### config.mk
export PLATFORM = sky130hd
export DESIGN_NAME = strap_pin_port
export DESIGN_NICKNAME = d
export VERILOG_FILES = /design/src/rtl/strap_pin_pkg.sv /design/src/rtl/strap_pin_latch.sv /design/src/rtl/strap_pin_datareg.sv /design/src/rtl/strap_pin_fsm.sv /design/src/rtl/strap_pin_port.sv
export SDC_FILE = /design/constraint.sdc
export NUM_CORES = 1
export LEC_CHECK = 0
export BUFFER_PORTS_ARGS = -buffer_cell sky130_fd_sc_hd__buf_4
export CORE_AREA = 2 2 39 41
export DETAILED_ROUTE_END_ITERATION = 8
export DIE_AREA = 0 0 41 43
export SYNTH_ARGS = -nofsm -noshare
export SYNTH_HDL_FRONTEND = slang
export SYNTH_SLANG_ARGS = --single-unit
### constraint.sdc
create_clock -name clk -period 1.5 [get_ports clk]
set_input_delay 0.075 -clock clk [delete_from_list [all_inputs] [get_ports clk]]
set_output_delay 0.075 -clock clk [all_outputs]
set_load 0.03 [all_outputs]
### src/rtl/strap_pin_pkg.sv
package strap_pin_pkg;

    typedef enum logic [1:0] {
        PS_STRAP  = 2'd0,
        PS_LISTEN = 2'd1,
        PS_DRIVE  = 2'd2
    } pin_state_e;

endpackage

### src/rtl/strap_pin_latch.sv
module strap_pin_latch (
    input  logic clk,
    input  logic rst_n,
    input  logic capture,
    input  logic pin_in,
    output logic boot_ext
);

    logic boot_q;

    always_ff @(posedge clk or negedge rst_n) begin
        if (!rst_n) begin
            boot_q <= 1'b0;
        end else if (capture) begin
            boot_q <= pin_in;
        end
    end

    assign boot_ext = boot_q;

    // the flag takes the pin level sampled at the capture edge
    p_capture_r2: assert property (@(posedge clk) disable iff (!rst_n)
        capture |=> (boot_q == $past(pin_in)));

    // once captured, the flag never moves
    p_hold_r9: assert property (@(posedge clk) disable iff (!rst_n)
        !capture |=> $stable(boot_q));

endmodule

### src/rtl/strap_pin_datareg.sv
module strap_pin_datareg #(
    parameter int DATA_W = 8
) (
    input  logic              clk,
    input  logic              rst_n,
    input  logic              wr_stb,
    input  logic [DATA_W-1:0] wdata,
    input  logic              pin_in,
    output logic              data_bit,
    output logic [DATA_W-1:0] rdata
);

    localparam int HI_W = DATA_W - 1;

    logic data_q;
    logic unused_wdata_hi;

    assign unused_wdata_hi = ^wdata[DATA_W-1:1];

    always_ff @(posedge clk or negedge rst_n) begin
        if (!rst_n) begin
            data_q <= 1'b0;
        end else if (wr_stb) begin
            data_q <= wdata[0];
        end
    end

    assign data_bit = data_q;
    assign rdata    = {{HI_W{1'b0}}, pin_in};

    // a write lands bit 0 in the data latch one cycle later
    p_data_r5: assert property (@(posedge clk) disable iff (!rst_n)
        wr_stb |=> (data_q == $past(wdata[0])));

endmodule

### src/rtl/strap_pin_fsm.sv
module strap_pin_fsm
    import strap_pin_pkg::*;
(
    input  logic       clk,
    input  logic       rst_n,
    input  logic       wr_stb,
    input  logic       rw_mode,
    input  logic       cpu_active,
    input  logic       rw_level,
    input  logic       data_bit,
    output pin_state_e state_o,
    output logic       pin_oe,
    output logic       pin_out
);

    pin_state_e state_q;
    pin_state_e state_d;

    always_comb begin
        state_d = state_q;
        unique case (state_q)
            PS_STRAP:  state_d = wr_stb ? PS_DRIVE : PS_LISTEN;
            PS_LISTEN: state_d = wr_stb ? PS_DRIVE : PS_LISTEN;
            PS_DRIVE:  state_d = PS_DRIVE;
            default:   state_d = PS_STRAP;
        endcase
    end

    always_ff @(posedge clk or negedge rst_n) begin
        if (!rst_n) begin
            state_q <= PS_STRAP;
        end else begin
            state_q <= state_d;
        end
    end

    always_comb begin
        pin_oe  = 1'b0;
        pin_out = 1'b0;
        unique case (state_q)
            PS_STRAP: begin
                pin_oe  = 1'b0;
                pin_out = 1'b0;
            end
            PS_LISTEN: begin
                pin_oe  = rw_mode ? cpu_active : 1'b0;
                pin_out = rw_mode ? rw_level : data_bit;
            end
            PS_DRIVE: begin
                pin_oe  = rw_mode ? cpu_active : 1'b1;
                pin_out = rw_mode ? rw_level : data_bit;
            end
            default: begin
                pin_oe  = 1'b0;
                pin_out = 1'b0;
            end
        endcase
    end

    assign state_o = state_q;

    // output mode is sticky until reset
    p_sticky_r4: assert property (@(posedge clk) disable iff (!rst_n)
        (state_q == PS_DRIVE) |=> (state_q == PS_DRIVE));

    // any write lands the port in output mode
    p_write_drives_r4: assert property (@(posedge clk) disable iff (!rst_n)
        wr_stb |=> (state_q == PS_DRIVE));

    // the strap state lasts exactly one release edge
    p_strap_once_r1: assert property (@(posedge clk) disable iff (!rst_n)
        1'b1 |=> (state_q != PS_STRAP));

endmodule

### src/rtl/strap_pin_port.sv
module strap_pin_port
    import strap_pin_pkg::*;
#(
    parameter int DATA_W = 8
) (
    input  logic              clk,
    input  logic              rst_n,
    input  logic              wr_stb,
    input  logic [DATA_W-1:0] wdata,
    output logic [DATA_W-1:0] rdata,
    input  logic              rw_mode,
    input  logic              cpu_active,
    input  logic              rw_level,
    input  logic              pin_in,
    output logic              pin_oe,
    output logic              pin_out,
    output logic              boot_ext
);

    pin_state_e state;
    logic       data_bit;

    strap_pin_datareg #(.DATA_W(DATA_W)) u_data (
        .clk      (clk),
        .rst_n    (rst_n),
        .wr_stb   (wr_stb),
        .wdata    (wdata),
        .pin_in   (pin_in),
        .data_bit (data_bit),
        .rdata    (rdata)
    );

    strap_pin_fsm u_fsm (
        .clk        (clk),
        .rst_n      (rst_n),
        .wr_stb     (wr_stb),
        .rw_mode    (rw_mode),
        .cpu_active (cpu_active),
        .rw_level   (rw_level),
        .data_bit   (data_bit),
        .state_o    (state),
        .pin_oe     (pin_oe),
        .pin_out    (pin_out)
    );

    strap_pin_latch u_strap (
        .clk      (clk),
        .rst_n    (rst_n),
        .capture  (state == PS_STRAP),
        .pin_in   (pin_in),
        .boot_ext (boot_ext)
    );

    // no drive while the strap is being sampled
    p_quiet_strap_r1: assert property (@(posedge clk)
        (state == PS_STRAP) |-> !pin_oe);

    // in strobe mode the enable follows the CPU flag once past the strap
    p_rw_oe_r7: assert property (@(posedge clk) disable iff (!rst_n)
        (rw_mode && state != PS_STRAP) |-> (pin_oe == cpu_active));

endmodule

==> reports/results.env <==
FINALHOLDVIOLATIONS=0
DESIGN.DIE.AREA_UM2=1760
CTS_ROOT_BUFFER='sky130_fd_sc_hd__clkbuf_4'
DESIGN_POWER_TOTAL_uW=611
WORSTPATHCELLLIST='inv_2 > ha_1 > inv_1 > nor3_2 > buf_4'
FINAL_MAX_SLEW_VIOL_COUNT=0
CTS_TREE='built'
FIRSTDRTPASSITERS=2
DETAILED_ROUTE_DRC_ERROR_COUNT=0
NETLIST_INSTANCES=30
AREA.GROWTH.SYNTH_TO_FINAL_PCT=34.0
SYNTH_AREA_LEADERS='sky130_fd_sc_hd__dfrtp_1 33%, sky130_fd_sc_hd__buf_4 20%, sky130_fd_sc_hd__ha_1 17%, sky130_fd_sc_hd__mux2_2 7.5%, sky130_fd_sc_hd__mux2_4 5.0%'
POSTSYNTHREGISTERBITS=4
DR.FIRST_ITER.DRC_COUNT=3
POST-SYNTH-TOP-AREA-FRACTION=0.332
POST_LAYOUT_NONFILLER_INSTANCES=59
SKEW_NS=0.00115
CLOCK_LATENCY_NS=0.23
CORE.ROWCOUNT=14
POST-CTS-SETUP-BUFFERS=0
REQUIRED_NS=1.42
ROUTE.VIAS.TOTAL=212
N_ANTENNA_CELL=0
POST_SYNTH_NUM_CELL_TYPES=13
HPWL_UM=377
CRITPATHCAPTURETYPE='output port'
SYNTH.CELLS.MOST_FREQUENT='8 x sky130_fd_sc_hd__buf_4, 4 x sky130_fd_sc_hd__dfrtp_1, 4 x sky130_fd_sc_hd__ha_1'
GP_CONGESTION=0.629
CELL_INTERNAL_PWR_uW=361
REMAINING_NUMBER_OF_NETS_FLAGGED_BY_THE_ANTENNA_CHECK_AFTER_ROUTING=0
CRITICAL_PATH_CLASS='flip-flop to output port'
POSTSYNTHAREAPERCELL_UM2=10.1
TNS_NS=0
WORSTHOLDPATHTYPE='primary input to flip-flop'
SHARE_SEQ_OF_TOTAL_POWER=0.258
PLACED_CELLS=55
POST_SYNTH_INSTANCE_AREA_UM2=302
FINAL.PERIOD_UTILIZATION=0.933
PATH_BUF_INV=3
GRT.TOTAL_USAGE=0.0666
RSZ0062_AT_GRT='false'
CTS_HTREE_LEVELS=1
GRT_PASS1_WL_UM=745
DESIGN.CORE.AREA_UM2=1380
FINALWIRELENGTH_UM=442
CRIT_SLOWEST_CELL='sky130_fd_sc_hd__dfrtp_1'
CRITICAL_PATH.MAX_FANOUT=3
REPORT.FINAL.SETUP_VIOL=0
STATUS='finished, final reports clean'
SYNTH_SEQ_AREA_SHARE=0.332
LARGEST_NET_DEGREE_AT_THE_START_OF_GLOBAL_ROUTING=5
YOSYS.CELL_COUNT.TOP_TYPE='sky130_fd_sc_hd__buf_4'
IO_PINS=26
PATH_DELAY_FAMILY='flip-flops'
IR_DROP_V=0.000583
FINALNETCOUNT=64
GRT_PASS1_VIAS=198
ASYNC_RESET_FF_FRAC=1.00
NUMPORTBUFFERS=11
DETAIL_ROUTE.WL_PER_CELL_UM=7.49
SWITCHINGPOWER_uW=250
TIMING.CRITICAL_PATH.SLOWEST_CELL_DELAY_NS=0.37
MAX_FREQ_MHz=715
POWERDENSITY_nW_PER_UM2=1510
POWER.STATIC_LEAKAGE_nW=0.222
GRT_OVERFLOW_TOTAL=0
SYNTH_AREA_LEADER_CELL='sky130_fd_sc_hd__dfrtp_1'
POWER.SHARE.SWITCHING=0.409
FILLERS=143
TRITONCTS.NUM_BUFFERS=3
YOSYSWARNINGCOUNT=0
DIE_HEIGHT_UM=43
CTS.PATH.MAX_BUFFERS=2
GRT_ANTENNA_BEFORE_REPAIR=0
COMBINATIONALPOWERSHARE=0.526
YS_DOMINANT_REG_CELL='sky130_fd_sc_hd__dfrtp_1'
PERIOD_MINUS_SLACK_NS=1.40
LAYOUT_CELL_SHARE_WITH_DRIVE_STRENGTH_BEYOND_1=0.465
CTS_NUM_SINKS=4
FP.DIEW_UM=41
VIAS_PER_CELL=3.59
INITIAL_CORE_UTIL=0.218
WORST_SETUP_PATH_START_KIND='flip-flop'
SYNTH_ENABLE_FLOP_CELLS=0
ARRIVAL_NS=1.32
PATH_CLK_SLEW_NS=0.04
MAX-CAP-VIOLATIONS=0
CLOCKPOWERSHARE=0.216
## metrics by stage
stage | util | setup WS (ns) | instance area (um^2) | hold slack, ns
final | 0.292 | 0.101 | 404 | 0.0243
after global routing | 0.292 | 0.00233 | 404 | 0.0202
after CTS | 0.288 | 0.0465 | 399 | 0.0200
after detailed placement | 0.265 | 0.313 | 367 | -0.127
after global placement | 0.265 | 0.313 | 367 | -0.128
after floorplan | - | 0.000177 | 324 | -0.221
## sequential cells by signal (all words and copies together), names as in the netlist
name and flops:
u_fsm.state_o 2, u_data.data_bit 1, u_strap.boot_ext 1
## power by group through the flow
stage / clock [mW] / sequential [mW] / combinational, mW
after floorplan: 0 / 0.185 / 0.202
after global placement: 0 / 0.159 / 0.312
after detailed placement: 0 / 0.159 / 0.312
after CTS: 0.140 / 0.158 / 0.316
after global routing: 0.147 / 0.164 / 0.353
final: 0.132 / 0.158 / 0.321
## kinds of logic (layout without fill, tap and decap cells)
group	count (synthesis)	in the layout	synth area share
other	1	7	0.0124
buffers and inverters	11	18	0.237
adders and majority gates	4	4	0.166
and+or+nand+nor	5	5	0.0789
muxes	4	4	0.158
DFF	4	4	0.332
AOI/OAI and AO/OA	1	1	0.0166
## per-layer routing
layer  track usage  wire length (um)  up-vias
li1              -                 -      107
met1        0.0817               196       91
met2        0.0813               193       14
met3        0.0157                51        0
met4        0.0800                 0        0
met5             0                 0        -
## area by class of cell
cell class,count,area [um^2],share of cell area
clock buffers,3,22.5,0.0557
inverters,3,11.3,0.0279
multi-input cells,21,158,0.390
flip-flops and latches,4,100,0.248
well taps,16,20.0,0.0495
repair buffers,12,92.6,0.229
## path summary, 6_finish.rpt
kind / to / slack, ns / start / depth (start not counted)
worst min-delay path: u_fsm.state_o[0]$_DFF_PN0_ / 0.02 / wr_stb / 2
worst min register to register: u_strap.boot_ext$_DFFE_PN0N_ / 0.51 / u_strap.boot_ext$_DFFE_PN0N_ / 1
min in group asynchronous: u_strap.boot_ext$_DFFE_PN0N_ / 0.17 / rst_n / 2
max in group asynchronous: u_data.data_bit$_DFFE_PN0P_ / 1.23 / rst_n / 2
worst max-delay path: pin_oe / 0.10 / u_fsm.state_o[1]$_DFF_PN0_ / 5
worst max register to register: u_strap.boot_ext$_DFFE_PN0N_ / 0.38 / u_fsm.state_o[1]$_DFF_PN0_ / 3
## placed cells by master, fill, tap and decap left out
cell and instances:
sky130_fd_sc_hd__nor2_1 2, sky130_fd_sc_hd__conb_1 7, sky130_fd_sc_hd__inv_2 2, sky130_fd_sc_hd__dlygate4sd3_1 1, sky130_fd_sc_hd__mux2i_1 1, sky130_fd_sc_hd__clkbuf_4 3, sky130_fd_sc_hd__buf_4 11, sky130_fd_sc_hd__ha_1 4
sky130_fd_sc_hd__nor2b_1 1, sky130_fd_sc_hd__dfrtp_1 4, sky130_fd_sc_hd__mux2_2 2, sky130_fd_sc_hd__inv_1 1, sky130_fd_sc_hd__nor3_1 1, sky130_fd_sc_hd__nor3_2 1, sky130_fd_sc_hd__mux2_4 1, sky130_fd_sc_hd__a21oi_1 1
## what timing repair did
action                                  CTS  global route
hold buffers                              1             0
endpoints found under the hold margin     4             0
resized for setup                         0             2
endpoints found under the setup margin    0             1
Power figures use the tool's default switching activity.
